**src/rtl/wcs_pkg.sv**
```systemverilog
package wcs_pkg;

  parameter int unsigned ADDR_W_DEF = 17;
  parameter int unsigned DATA_W_DEF = 8;
  parameter int unsigned SYNC_DEF   = 2;

  // Source of the byte placed on the bus
  typedef enum logic [1:0] {
    SRC_FLOAT  = 2'd0,
    SRC_ARRAY  = 2'd1,
    SRC_STATUS = 2'd2
  } dq_src_e;

  // Tracked write-cycle status
  typedef struct packed {
    logic armed;
    logic tog;
  } wcs_flags_t;

endpackage

```
**src/rtl/wcs_rst_sync.sv**
```systemverilog
module wcs_rst_sync #(
  parameter int unsigned STAGES = wcs_pkg::SYNC_DEF
) (
  input  logic clk,
  input  logic rst_n,
  output logic rst_sync_n
);

  logic [STAGES-1:0] sync_q;

  generate
    if (STAGES == 1) begin : g_one
      always_ff @(posedge clk or negedge rst_n) begin
        if (!rst_n) sync_q <= '0;
        else        sync_q <= 1'b1;
      end
    end else begin : g_many
      always_ff @(posedge clk or negedge rst_n) begin
        if (!rst_n) sync_q <= '0;
        else        sync_q <= {sync_q[STAGES-2:0], 1'b1};
      end
    end
  endgenerate

  assign rst_sync_n = sync_q[STAGES-1];

endmodule

```
**src/rtl/wcs_strobe_det.sv**
```systemverilog
module wcs_strobe_det (
  input  logic clk,
  input  logic rst_n,
  input  logic ce_n,
  input  logic oe_n,
  output logic rd_en,
  output logic rd_fall
);

  logic oe_q;
  logic oe_d;

  always_comb begin
    oe_d = oe_n;
  end

  always_ff @(posedge clk or negedge rst_n) begin
    if (!rst_n) oe_q <= 1'b1;
    else        oe_q <= oe_d;
  end

  assign rd_en   = !ce_n && !oe_n;
  assign rd_fall = oe_q && !oe_n && !ce_n;

  // a strobe can only be seen with the read enabled
  AST_FALL_NEEDS_EN: assert property (@(posedge clk) disable iff (!rst_n)
    rd_fall |-> rd_en);

  // two strobes need oe_n to rise in between
  AST_NO_BACK_TO_BACK: assert property (@(posedge clk) disable iff (!rst_n)
    rd_fall |=> !rd_fall);

endmodule

```
**src/rtl/wcs_status_track.sv**
```systemverilog
module wcs_status_track
  import wcs_pkg::*;
#(
  parameter int unsigned ADDR_W = ADDR_W_DEF,
  parameter int unsigned DATA_W = DATA_W_DEF
) (
  input  logic              clk,
  input  logic              rst_n,
  input  logic              prog_busy,
  input  logic              wr_commit,
  input  logic              wr_reject,
  input  logic [ADDR_W-1:0] wr_addr,
  input  logic [DATA_W-1:0] wr_data,
  input  logic              rd_fall,
  output logic [ADDR_W-1:0] last_addr,
  output logic [DATA_W-1:0] last_data,
  output wcs_flags_t        flags
);

  logic              cap_en;
  logic              arm_en;
  logic              tog_en;
  logic [ADDR_W-1:0] addr_q, addr_d;
  logic [DATA_W-1:0] data_q, data_d;
  wcs_flags_t        flg_q, flg_d;

  // next state
  always_comb begin
    cap_en = wr_commit;
    arm_en = wr_commit || wr_reject;
    tog_en = rd_fall && prog_busy;
    addr_d = addr_q;
    data_d = data_q;
    flg_d  = flg_q;
    if (cap_en) begin
      addr_d = wr_addr;
      data_d = wr_data;
    end
    if (arm_en) flg_d.armed = wr_commit;
    if (tog_en) flg_d.tog   = !flg_q.tog;
  end

  // registers, each with an explicit enable
  always_ff @(posedge clk or negedge rst_n) begin
    if (!rst_n) begin
      addr_q <= '0;
      data_q <= '0;
    end else if (cap_en) begin
      addr_q <= addr_d;
      data_q <= data_d;
    end
  end

  always_ff @(posedge clk or negedge rst_n) begin
    if (!rst_n)      flg_q.armed <= 1'b0;
    else if (arm_en) flg_q.armed <= flg_d.armed;
  end

  always_ff @(posedge clk or negedge rst_n) begin
    if (!rst_n)      flg_q.tog <= 1'b0;
    else if (tog_en) flg_q.tog <= flg_d.tog;
  end

  assign last_addr = addr_q;
  assign last_data = data_q;
  assign flags     = flg_q;

  AST_CAPTURE_LATEST: assert property (@(posedge clk) disable iff (!rst_n)
    wr_commit |=> (last_addr == $past(wr_addr)) && (last_data == $past(wr_data)));

  AST_REJECT_DISARMS: assert property (@(posedge clk) disable iff (!rst_n)
    (wr_reject && !wr_commit) |=> !flags.armed);

  AST_COMMIT_ARMS: assert property (@(posedge clk) disable iff (!rst_n)
    wr_commit |=> flags.armed);

  AST_TOGGLE_HOLD: assert property (@(posedge clk) disable iff (!rst_n)
    !(rd_fall && prog_busy) |=> $stable(flags.tog));

endmodule

```
**src/rtl/wcs_dq_mux.sv**
```systemverilog
module wcs_dq_mux
  import wcs_pkg::*;
#(
  parameter int unsigned ADDR_W = ADDR_W_DEF,
  parameter int unsigned DATA_W = DATA_W_DEF
) (
  input  logic              prog_busy,
  input  logic              rd_en,
  input  logic [ADDR_W-1:0] rd_addr,
  input  logic [ADDR_W-1:0] last_addr,
  input  logic [DATA_W-1:0] last_data,
  input  wcs_flags_t        flags,
  input  logic [DATA_W-1:0] arr_data,
  output logic [DATA_W-1:0] dq_out,
  output logic              dq_oe
);

  localparam int unsigned POLL_BIT = DATA_W - 1;
  localparam int unsigned TOG_BIT  = DATA_W - 2;

  dq_src_e           src;
  logic              hit;
  logic [DATA_W-1:0] status;
  logic              unused_low;

  assign unused_low = ^last_data[DATA_W-2:0];
  assign hit        = flags.armed && (rd_addr == last_addr);

  always_comb begin
    if (!rd_en)         src = SRC_FLOAT;
    else if (prog_busy) src = SRC_STATUS;
    else                src = SRC_ARRAY;
  end

  // status byte: polling bit, toggle bit, reserved zeros
  genvar b;
  generate
    for (b = 0; b < DATA_W; b++) begin : g_stat
      if (b == POLL_BIT) begin : g_poll
        assign status[b] = hit && !last_data[POLL_BIT];
      end else if (b == TOG_BIT) begin : g_tog
        assign status[b] = flags.tog;
      end else begin : g_rsvd
        assign status[b] = 1'b0;
      end
    end
  endgenerate

  always_comb begin
    case (src)
      SRC_STATUS: dq_out = status;
      SRC_ARRAY:  dq_out = arr_data;
      default:    dq_out = '0;
    endcase
  end

  assign dq_oe = (src != SRC_FLOAT);

endmodule

```
**src/rtl/wr_status_resp.sv**
```systemverilog
module wr_status_resp
  import wcs_pkg::*;
#(
  parameter int unsigned ADDR_W = ADDR_W_DEF,
  parameter int unsigned DATA_W = DATA_W_DEF,
  parameter int unsigned SYNC_N = SYNC_DEF
) (
  input  logic              clk,
  input  logic              rst_n,
  input  logic              prog_busy,
  input  logic              wr_commit,
  input  logic              wr_reject,
  input  logic [ADDR_W-1:0] wr_addr,
  input  logic [DATA_W-1:0] wr_data,
  input  logic              ce_n,
  input  logic              oe_n,
  input  logic [ADDR_W-1:0] rd_addr,
  input  logic [DATA_W-1:0] arr_data,
  output logic [DATA_W-1:0] dq_out,
  output logic              dq_oe
);

  localparam int unsigned POLL_BIT = DATA_W - 1;
  localparam int unsigned TOG_BIT  = DATA_W - 2;

  logic              rst_sync_n;
  logic              rd_en;
  logic              rd_fall;
  logic [ADDR_W-1:0] last_addr;
  logic [DATA_W-1:0] last_data;
  wcs_flags_t        flags;

  wcs_rst_sync #(.STAGES(SYNC_N)) u_rst (
    .clk        (clk),
    .rst_n      (rst_n),
    .rst_sync_n (rst_sync_n)
  );

  wcs_strobe_det u_strobe (
    .clk     (clk),
    .rst_n   (rst_sync_n),
    .ce_n    (ce_n),
    .oe_n    (oe_n),
    .rd_en   (rd_en),
    .rd_fall (rd_fall)
  );

  wcs_status_track #(.ADDR_W(ADDR_W), .DATA_W(DATA_W)) u_track (
    .clk       (clk),
    .rst_n     (rst_sync_n),
    .prog_busy (prog_busy),
    .wr_commit (wr_commit),
    .wr_reject (wr_reject),
    .wr_addr   (wr_addr),
    .wr_data   (wr_data),
    .rd_fall   (rd_fall),
    .last_addr (last_addr),
    .last_data (last_data),
    .flags     (flags)
  );

  wcs_dq_mux #(.ADDR_W(ADDR_W), .DATA_W(DATA_W)) u_mux (
    .prog_busy (prog_busy),
    .rd_en     (rd_en),
    .rd_addr   (rd_addr),
    .last_addr (last_addr),
    .last_data (last_data),
    .flags     (flags),
    .arr_data  (arr_data),
    .dq_out    (dq_out),
    .dq_oe     (dq_oe)
  );

  AST_FLOAT_ZERO: assert property (@(posedge clk) disable iff (!rst_sync_n)
    !dq_oe |-> (dq_out == '0));

  AST_IDLE_PASS: assert property (@(posedge clk) disable iff (!rst_sync_n)
    (!prog_busy && dq_oe) |-> (dq_out == arr_data));

  AST_POLL_INV: assert property (@(posedge clk) disable iff (!rst_sync_n)
    (prog_busy && dq_oe && flags.armed && rd_addr == last_addr)
      |-> (dq_out[POLL_BIT] != last_data[POLL_BIT]));

  AST_RSVD_ZERO: assert property (@(posedge clk) disable iff (!rst_sync_n)
    prog_busy |-> (dq_out[TOG_BIT-1:0] == '0));

  AST_TOGGLE_FLIP: assert property (@(posedge clk) disable iff (!rst_sync_n)
    (prog_busy && rd_fall) |=> (!prog_busy || !dq_oe ||
                                dq_out[TOG_BIT] != $past(dq_out[TOG_BIT])));

endmodule

```
**config.mk**
```make
export PLATFORM = sky130hd
export DESIGN_NAME = wr_status_resp
export DESIGN_NICKNAME = d
export VERILOG_FILES = /design/src/rtl/wcs_pkg.sv /design/src/rtl/wcs_rst_sync.sv /design/src/rtl/wcs_strobe_det.sv /design/src/rtl/wcs_status_track.sv /design/src/rtl/wcs_dq_mux.sv /design/src/rtl/wr_status_resp.sv
export SDC_FILE = /design/constraint.sdc
export NUM_CORES = 1
export LEC_CHECK = 0
export ABC_AREA = 1
export BUFFER_PORTS_ARGS = -buffer_cell sky130_fd_sc_hd__buf_2
export CELL_PAD_IN_SITES_DETAIL_PLACEMENT = 1
export CELL_PAD_IN_SITES_GLOBAL_PLACEMENT = 1
export CORE_MARGIN = 10
export CORE_UTILIZATION = 25
export DETAILED_ROUTE_END_ITERATION = 8
export PLACE_DENSITY_LB_ADDON = 0.25
export SLEW_MARGIN = 5
export SYNTH_ARGS = -nofsm -noshare
export SYNTH_HDL_FRONTEND = slang
export SYNTH_HIERARCHICAL = 1
export SYNTH_SLANG_ARGS = --single-unit
export TNS_END_PERCENT = 50
```
**constraint.sdc**
```tcl
create_clock -name clk -period 1.15 [get_ports clk]
set_input_delay 0.23 -clock clk [delete_from_list [all_inputs] [get_ports clk]]
set_output_delay 0.23 -clock clk [all_outputs]
set_load 0.01 [all_outputs]
```
Word-level counts from Yosys, hierarchy flattened --
Index checks and enable logic that the tools add are counted.
Operators by class: multiplexer cells 3, equality and inequality tests 3, reduce and logical (&&, ||, !) cells 12
Operator list (number):
- 17-bit equality test | 1
- 8-bit case mux with 2 select lines | 1
- 1-bit logical AND | 6
- 1-bit zero test | 4
- 2-bit two-way mux | 2
- 2-bit by 1-bit equality test with 1-bit output, second input constant | 1
- 2-bit equality test, second input constant | 1
- 2-bit nonzero test | 1
- 1-bit logical OR | 1
Storage, ports and cells: word-level logic and storage cells 24, input bits 57, output and inout port bits 9, register bits 30

Depth between registers and ports, before layout --
depth in word-level cells 5, depth in mapped cells 8

Hierarchy --
Netlist, hierarchy kept.
By module, submodules not included:
- wcs_status_track | area an instance 1043.5 um^2, times used 1, cells each 115, sequential area each 675.6 um^2
- wcs_dq_mux | area an instance 385.4 um^2, times used 1, cells each 90, sequential area each 0.0 um^2
- wcs_rst_sync | area an instance 53.8 um^2, times used 1, cells each 3, sequential area each 50.0 um^2
- wcs_strobe_det | area an instance 43.8 um^2, times used 1, cells each 5, sequential area each 26.3 um^2

Worst setup path after synthesis --
OpenSTA, ideal clock, no wires.
kind register to output, from reg u_track.addr_q[13], in the netlist u_track/last_addr[13], to out dq_out[7], arrival time 0.878 ns, slack 0.042 ns, stages on the path, launching flop included 7, data required time 0.920 ns, path through dfrtp_1 -> xor2_1 -> nor2_1 -> nand2_1 -> nor2_1 -> nand2_1 -> nand2_1
On the way: longest elaborated chain between the ends 4
RTL lines:
- start, declared | RTL line wcs_status_track.sv:23 | logic [ADDR_W-1:0] addr_q, addr_d;
- start signal, assigned | RTL line wcs_status_track.sv:49 | addr_q <= addr_d;
- 17-bit equality test | RTL line wcs_dq_mux.sv:27 | assign hit = flags.armed && (rd_addr == last_addr);
- 1-bit logical AND | RTL line wcs_dq_mux.sv:27
- 1-bit logical AND | RTL line wcs_dq_mux.sv:40 | assign status[b] = hit && !last_data[POLL_BIT];
- 8-bit case mux with 2 select lines | RTL line wcs_dq_mux.sv:50 | case (src)
- end, declared | RTL line wr_status_resp.sv:19 | output logic [DATA_W-1:0] dq_out,
Every way passes these cells.

Worst setup path in the final report --
from reg u_track.addr_q[0], in the netlist u_track/last_addr[0], to out dq_out[7]
The elaborated chain is that of the path after synthesis.

==> impl_results.md <==
- Status: finished with violations
- Failing checks: setup timing
- DRC errors left: 0
- Die Y: 91.3 um
- Hold path start: wr_reject
- Max Cap Violations: 0
- Crit share post-route: 137%
- CTS buffer count: 3
- Final net count: 309
- WHS Path Cells: 2
- Synthesized area per cell: 6.88 um^2
- Vias: 1,236
- Placement row count: 25
- Initial core utilization: 26.4%
- Area of the die: 8340 um^2
- Routed WL per cell: 11.3 um
- Post-CTS setup buffers: 0
- Syn-to-layout area delta: 38.5%
- Pin count of the biggest net entering global routing: 22
- Hold worst-path end: u_track/flags[1]$_DFFE_PN0P_
- CTS tree: built
- Worst reg2reg path startpoint: u_strobe/oe_q$_DFF_PN1_
- Initial antenna violation count: 0
- Fillers: 655
- Global-route wire length before repair: 5980 um
- Worst skew pair latency: 260 ps
- WHS: 158 ps
- Synthesized instance count: 185
- Via/cell ratio: 3.89
- RSZ-0062 raised after global routing: true
- WL met3: 220 um
- Setup ws final: -422 ps
- Vias in the first global route: 1,344
- First DRT Iteration DRCs: 36
- Routability congestion estimate: 0.713
- Area of the core: 4820 um^2
- Required time of the critical path: 920 ps
- Min Clock Period, post-route: 1570 ps
- Arr. time, crit path: 1340 ps
- Endpoints failing hold: 0
- CP startpoint kind: flop
- GRT Overall Usage: 8.64%
- Static Leak: 1.08 nW
- Dpl ws: -296 ps
- Grt total ovfl: 0
- Cell Area, Synth: 1270 um^2
- First-pass DRT Iterations: 4
- Top achievable clock speed: 0.636 GHz
- FF-to-FF path depth: 5
- Setup CP Type: flop to output port
- Final Max Slew Viols: 0
- Met2 WL: 1590 um
- Routed wire length: 3580 um
- M1 wire length: 1740 um
- Root buffer cell: clkbuf_8
- Number of port buffers: 58
- Setup violations, final: 7
- Top sig layer: met4
- Clock Sinks: 23
- Yosys warns: 6
- Register Area: 577 um^2
- Peak VDD IR: 0.422 mV
- Layout cell share with drive strength beyond 1: 32.7%
- Syn_nets: 242
- Post-detail-place hpwl: 2930 um
- Setup Skew: 1.29 ps
- Clk slew on worst S/H paths: 80 ps
- CTS H-tree depth: 1
- Hold/Removal Path Class: input port to flop
- N_diodes: 0
- CP Max Fanout: 3
- IO Count: 66
- Die width: 91.3 um
- Setup slack, reg-to-reg: 200 ps
- CP endpoint kind: output port
- Clk buf depth: 2
- Multi-input logic area: 557 um^2
- Post-route ant nets: 0
- Worst R2R End: u_track/flags[0]$_DFFE_PN0P_
- Pwr Density: 1030 nW/um^2
[critical path, stage by stage, from the launching register on]
cell and delay [ps]:
dfrtp_1 370, inv_1 50, nand2_1 60, nand2_1 60, nor2_2 140, nand3_2 90
nor2_1 90, nand2_1 50, nand2_1 70, buf_6 100
[worst max-delay path by stage]
stage	startpoint	endpoint	slack, ps	cells after the start
after floorplan	u_track/last_addr[13]$_DFFE_PN0P_	dq_out[7]	40	6
final	u_track/last_addr[0]$_DFFE_PN0P_	dq_out[7]	-420	9
after global routing	u_track/last_addr[0]$_DFFE_PN0P_	dq_out[7]	-570	9
after CTS	u_track/last_addr[3]$_DFFE_PN0P_	dq_out[7]	-470	8
after detailed placement	oe_n	dq_out[0]	-300	7
after global placement	oe_n	dq_out[7]	-260	9
[power by group]
part	internal [mW]	switching, mW	total [mW]
clock network	0.247	0.254	0.501
registers	0.880	0.0467	0.927
logic	0.190	0.200	0.389
[cell usage in the layout (no fill, tap or decap), drive strengths merged]
cell type	instances
clkbuf	4
xor2	8
nand3	3
nand4	1
buf	67
inv	29
conb	1
dfrtp	22
dfstp	1
nand2	89
nor2	24
dlygate4sd3	1
o21ai	1
[final cells by class]
type | count | area share, %
sequential | 23 | 32.7
multi-input combinational | 127 | 31.6
timing repair buffer | 68 | 21.9
inverter | 29 | 6.46
tap | 67 | 4.76
clock buffer | 4 | 2.56
[through the flow]
step | area [um^2] | power (mW) | utilization (%) | std cells | TNS [ps]
3_3_place_gp | 1660 | 1.31 | 34.5 | 313 | -1640
5_1_grt | 1760 | 1.97 | 36.6 | 318 | -1160
3_5_place_dp | 1660 | 1.32 | 34.5 | 313 | -2150
4_1_cts | 1750 | 1.85 | 36.4 | 318 | -734
2_1_floorplan | 1270 | 1.15 | - | 185 | 0
6_report | 1760 | 1.82 | 36.6 | 318 | -516
[state kept, by name, summed over array words and instances, names as in the netlist]
signal             cells
u_strobe/oe_q          1
u_track/last_addr     17
u_track/flags          2
u_track/last_data      1
u_rst/sync_q           2
[per-layer routing]
metal	GRT usage, %	vias up
li1	-	658
met1	10.9	531
met2	13.8	43
met3	2.63	4
met4	2.35	0
met5	0	-
[repair_timing]
action,in CTS,in global routing
hold buffers,1,0
hold endpoints to repair,2,0
gates resized for setup,9,3
pin swaps,7,5
setup endpoints to repair,8,8
(Power assumes the default switching activity.)
